==> config.mk <==
export PLATFORM = sky130hd
export DESIGN_NAME = np_list_arbiter
export DESIGN_NICKNAME = d
export VERILOG_FILES = /design/src/rtl/np_arb_pkg.sv /design/src/rtl/np_list_state.sv /design/src/rtl/np_ratio_ctr.sv /design/src/rtl/np_grant_fsm.sv /design/src/rtl/np_list_arbiter.sv
export SDC_FILE = /design/constraint.sdc
export NUM_CORES = 1
export LEC_CHECK = 0
export BUFFER_PORTS_ARGS = -buffer_cell sky130_fd_sc_hd__clkbuf_2
export CAP_MARGIN = 20
export CORE_AREA = 2 2 39 41
export CTS_CLUSTER_DIAMETER = 150
export DETAILED_ROUTE_END_ITERATION = 16
export DIE_AREA = 0 0 41 43
export HOLD_SLACK_MARGIN = 0.03
export PLACE_DENSITY_LB_ADDON = 0.2
export SLEW_MARGIN = 10
export SYNTH_ARGS = -nofsm -noshare
export SYNTH_HDL_FRONTEND = slang
export SYNTH_SLANG_ARGS = --single-unit
==> constraint.sdc <==
create_clock -name clk -period 1.7 [get_ports clk]
set_input_delay 0.255 -clock clk [delete_from_list [all_inputs] [get_ports clk]]
set_output_delay 0.255 -clock clk [all_outputs]
set_load 0.1 [all_outputs]
==> src/rtl/np_arb_pkg.sv <==
package np_arb_pkg;
  localparam int NLIST    = 2;
  localparam int LIST_CTL = 0;
  localparam int LIST_BLK = 1;

  typedef enum logic {
    ST_ARB  = 1'b0,
    ST_BUSY = 1'b1
  } arb_state_t;
endpackage

==> src/rtl/np_list_state.sv <==
module np_list_state (
  input  logic clk,
  input  logic rst,
  input  logic frame_start,
  input  logic en,
  input  logic fill_set,
  input  logic ptr_null,
  input  logic take,
  output logic filled,
  output logic eligible
);
  logic frame_en_q;
  logic filled_q;

  // enable only takes effect at a frame boundary
  always_ff @(posedge clk) begin
    if (rst)              frame_en_q <= 1'b0;
    else if (frame_start) frame_en_q <= en;
  end

  // software set has priority over the clear on grant
  always_ff @(posedge clk) begin
    if (rst)           filled_q <= 1'b0;
    else if (fill_set) filled_q <= 1'b1;
    else if (take)     filled_q <= 1'b0;
  end

  assign filled   = filled_q;
  assign eligible = frame_en_q && (!ptr_null || filled_q);
endmodule

==> src/rtl/np_ratio_ctr.sv <==
module np_ratio_ctr #(
  parameter int RATIO_W = 2
) (
  input  logic               clk,
  input  logic               rst,
  input  logic               frame_start,
  input  logic [RATIO_W-1:0] ratio,
  input  logic               ctl_taken,
  input  logic               blk_taken,
  output logic               prefer_ctl
);
  localparam int CNT_W = RATIO_W + 1;
  localparam logic [CNT_W-1:0] CNT_MAX = CNT_W'(1) << RATIO_W;

  logic [CNT_W-1:0] cnt_q;

  always_ff @(posedge clk) begin
    if (rst || frame_start) begin
      cnt_q <= '0;
    end else if (blk_taken) begin
      cnt_q <= '0;
    end else if (ctl_taken && cnt_q != CNT_MAX) begin
      cnt_q <= cnt_q + CNT_W'(1);
    end
  end

  assign prefer_ctl = (cnt_q <= {1'b0, ratio});
endmodule

==> src/rtl/np_grant_fsm.sv <==
module np_grant_fsm
  import np_arb_pkg::*;
(
  input  logic             clk,
  input  logic             rst,
  input  logic             frame_start,
  input  logic             frame_end_near,
  input  logic [NLIST-1:0] eligible,
  input  logic             prefer_ctl,
  input  logic             svc_done,
  output logic [NLIST-1:0] take,
  output logic [NLIST-1:0] grant,
  output logic             idle
);
  arb_state_t       state_q;
  logic [NLIST-1:0] gnt_q;
  logic [NLIST-1:0] gnt_d;
  logic             idle_q;

  always_comb begin
    take = '0;
    if (state_q == ST_ARB && !frame_start && !frame_end_near) begin
      if (eligible[LIST_CTL] && (prefer_ctl || !eligible[LIST_BLK]))
        take[LIST_CTL] = 1'b1;
      else if (eligible[LIST_BLK])
        take[LIST_BLK] = 1'b1;
    end
  end

  always_comb begin
    if (state_q == ST_BUSY) gnt_d = svc_done ? '0 : gnt_q;
    else                    gnt_d = take;
  end

  always_ff @(posedge clk) begin
    if (rst) begin
      state_q <= ST_ARB;
      gnt_q   <= '0;
      idle_q  <= 1'b1;
    end else begin
      state_q <= (gnt_d != '0) ? ST_BUSY : ST_ARB;
      gnt_q   <= gnt_d;
      idle_q  <= (gnt_d == '0) && (eligible == '0);
    end
  end

  assign grant = gnt_q;
  assign idle  = idle_q;
endmodule

==> src/rtl/np_list_arbiter.sv <==
module np_list_arbiter
  import np_arb_pkg::*;
#(
  parameter int RATIO_W = 2
) (
  input  logic               clk,
  input  logic               rst,
  input  logic               frame_start,
  input  logic               frame_end_near,
  input  logic [RATIO_W-1:0] ratio,
  input  logic               ctl_en,
  input  logic               blk_en,
  input  logic               ctl_fill_set,
  input  logic               blk_fill_set,
  input  logic               ctl_ptr_null,
  input  logic               blk_ptr_null,
  input  logic               svc_done,
  output logic               grant_ctl,
  output logic               grant_blk,
  output logic               idle,
  output logic               ctl_filled,
  output logic               blk_filled
);
  logic [NLIST-1:0] en_v, set_v, null_v, take_v, elig_v, filled_v, gnt_v;
  logic             prefer_ctl;

  assign en_v[LIST_CTL]   = ctl_en;
  assign en_v[LIST_BLK]   = blk_en;
  assign set_v[LIST_CTL]  = ctl_fill_set;
  assign set_v[LIST_BLK]  = blk_fill_set;
  assign null_v[LIST_CTL] = ctl_ptr_null;
  assign null_v[LIST_BLK] = blk_ptr_null;

  for (genvar g = 0; g < NLIST; g++) begin : g_list
    np_list_state u_ls (
      .clk         (clk),
      .rst         (rst),
      .frame_start (frame_start),
      .en          (en_v[g]),
      .fill_set    (set_v[g]),
      .ptr_null    (null_v[g]),
      .take        (take_v[g]),
      .filled      (filled_v[g]),
      .eligible    (elig_v[g])
    );
  end

  np_ratio_ctr #(.RATIO_W(RATIO_W)) u_ratio (
    .clk         (clk),
    .rst         (rst),
    .frame_start (frame_start),
    .ratio       (ratio),
    .ctl_taken   (take_v[LIST_CTL]),
    .blk_taken   (take_v[LIST_BLK]),
    .prefer_ctl  (prefer_ctl)
  );

  np_grant_fsm u_fsm (
    .clk            (clk),
    .rst            (rst),
    .frame_start    (frame_start),
    .frame_end_near (frame_end_near),
    .eligible       (elig_v),
    .prefer_ctl     (prefer_ctl),
    .svc_done       (svc_done),
    .take           (take_v),
    .grant          (gnt_v),
    .idle           (idle)
  );

  assign grant_ctl  = gnt_v[LIST_CTL];
  assign grant_blk  = gnt_v[LIST_BLK];
  assign ctl_filled = filled_v[LIST_CTL];
  assign blk_filled = filled_v[LIST_BLK];
endmodule

==> impl_metrics.ini <==
[synthesis]
ys_seq_elements = 11
avgSynthCellArea_um2 = 9.907
synthFlopType = dfxtp_1
synth_edf_count = 0
synth.area.top_cells = dfxtp_1 36%, ha_1 8.3%, a21oi_1 5.0%, mux2i_1 5.0%, nor2_1 5.0%
synth_area_um2 = 604.3
ys_seq_area_frac = 0.3644
synth_common_cells = 11 x dfxtp_1, 8 x nor2_1, 6 x a21oi_1, 6 x inv_1, 4 x ha_1
synthArstFlopShare = 0
synth_top_area_cell = dfxtp_1
synth_top_area_share = 0.3644
yosys_warnings = 0
synthesis.nets = 78
ys_types = 24
syn_inst = 61
synth.most_common_cell = dfxtp_1

[final_layout]
num_antenna_cells = 0
fin_util = 0.5452
finalNonFillerCells = 98
final_area_um2 = 754.5
n_fill_cell = 141
fin_nets = 100
multi_input_area_um2 = 370.4
area_growth_pct = 24.84
drive_gt1_frac = 0.4146
ff_latch_area_um2 = 222.7

[pwr]
p_int_mw = 0.3915
switching_share = 0.2945
powerDensity_nw_per_um2 = 735.4
clkPwrFrac = 0.316
power_frac_comb = 0.192
p_switching_mw = 0.1634
ir_drop_v = 0.0004712
power_mw = 0.5548
p_leak_nw = 0.3197
seqPwrFrac = 0.492

[setup_path]
crit_required_ns = 1.90
end_kind = flip-flop
crit_arrival_ns = 1.76
crit_path_start_kind = flip-flop
path_max_fanout = 5
reg2reg_slack_ns = 0.14
critPathKind = reg -> reg

[die]
dieWidth_um = 41
die-height_um = 43
core_region_area_um2 = 1384
die_area_um2 = 1763
start_util = 0.4367
pin_count = 18
num_rows = 14

[clocking]
htree_levels = 1
insertion_delay_ns = 0.26
clkSlewWorstSetupHoldPaths_ns = 0.07
tritoncts = yes
cts_inserted_buffers = 3
cts.path.max_buffers = 2
root_buffer = clkbuf_4
cts.sinks = 11

[routing]
ant_nets = 0
wl_per_cell_um = 10.87
drt_wl_total_um = 1065
drc = 0
drt_iter0_drc = 4
vias = 478
vias_per_cell = 4.878
drt-pass1-iter-count = 4

[timing]
timing.fmax_mhz = 640.2
final.min_clock_period_ns = 1.562
rsz0062_at_grt = false
slew_headroom = 0.6427
setup_tns_ns = 0
timing.final.crit_share = 0.9189
worst_pin_slew_ns = 0.5382
setup_viol = 0
finalHoldViolations = 0
fin_worst_skew_ns = 0.001464
worst_slack_ns = 0.1379
hold_slack_ns = 0.1948
maxSlewViolCount = 0

[placed_design]
dp.cells = 94
hpwl_um = 850.1
gp_congestion = 0.7383
port_buffers = 17
place_area_um2 = 715.7
dp_slack_ns = 0.1036

[global_routing]
grt_pass1_vias = 425
grt_pass1_wl_um = 1752
grt_start_max_net_pins = 10
grt_use_total = 0.1489
overflow = 0
grt_antenna_before_repair = 0

[flow_run]
drv_cap = 0

[status]
status = completed

[hold_path]
hold_class = in -> reg
-- routing by layer --
metal / up-vias / track usage / routed length [µm]
li1: 255 / - / -
met1: 209 / 0.2086 / 510
met2: 12 / 0.1969 / 494
met3: 2 / 0.03141 / 48
met4: 0 / 0.1000 / 12
met5: - / 0 / 0
-- repair_timing --
action                     in CTS  in global routing
hold buffers                    0                  0
resized for setup               0                  1
setup buffers                   0                  0
setup endpoints to repair       0                  1
-- power groups by stage --
stage	registers [mW]	logic (mW)	clock network, mW
2_1_floorplan	0.316	0.0403	0
3_3_place_gp	0.279	0.104	0
3_5_place_dp	0.279	0.105	0
4_1_cts	0.273	0.105	0.183
5_1_grt	0.274	0.113	0.190
6_report	0.273	0.106	0.175
-- sequential cells by signal, indices dropped and copies added, names as in the netlist --
| register | count |
|---|---|
| u_fsm.grant | 2 |
| u_ratio.cnt_q | 3 |
| g_list.u_ls.filled | 2 |
| g_list.u_ls.frame_en_q | 2 |
| u_fsm.idle | 1 |
| u_fsm.state_q | 1 |
-- cells in the final DEF, fill, tap and decap left out, types with 2 or more instances in the layout --
cell      instances
nor2_1            8
nand2_1           3
clkbuf_2         17
nor2b_1           2
clkbuf_4          3
nand2b_1          2
dfxtp_1           9
inv_1             6
ha_1              3
nor3_2            2
mux2i_1           3
a21oi_1           6
dfxtp_2           2
-- area by class of cell --
type,count,share of cell area
Multi-Input combinational cell,43,0.4909
Timing Repair Buffer,18,0.1227
Inverter,6,0.02985
Clock buffer,4,0.03483
Sequential cell,11,0.2952
Tap cell,16,0.02653
-- kinds of logic after synthesis --
| logic type | count (synthesis) | synth area share |
|---|---|---|
| and+or+nand+nor | 20 | 0.1905 |
| AOI/OAI and AO/OA | 15 | 0.2547 |
| DFF | 11 | 0.3644 |
| buffers and inverters | 7 | 0.04347 |
| adders and majority gates | 4 | 0.08282 |
| muxes | 3 | 0.04969 |
| xor gates and xnor gates | 1 | 0.01450 |
-- worst max-delay path, stage by stage, from the launching register on --
cell and delay (ns):
dfxtp_1 0.36, ha_4 0.30, nand2b_1 0.09, a32oi_4 0.29, a21oi_2 0.14, and4b_1 0.22
nor3_2 0.09
-- path summary, 6_finish.rpt --
check | cells past startpoint | start | to
worst max-delay path | 6 | u_ratio.cnt_q[1] | u_ratio.cnt_q[2]
worst min-delay path | 3 | blk_fill_set | g_list[1].u_ls.filled
worst max register to register | 6 | u_ratio.cnt_q[1] | u_ratio.cnt_q[2]
worst min register to register | 2 | u_fsm.grant[1] | u_fsm.grant[1]
Power figures use the tool's default switching activity.
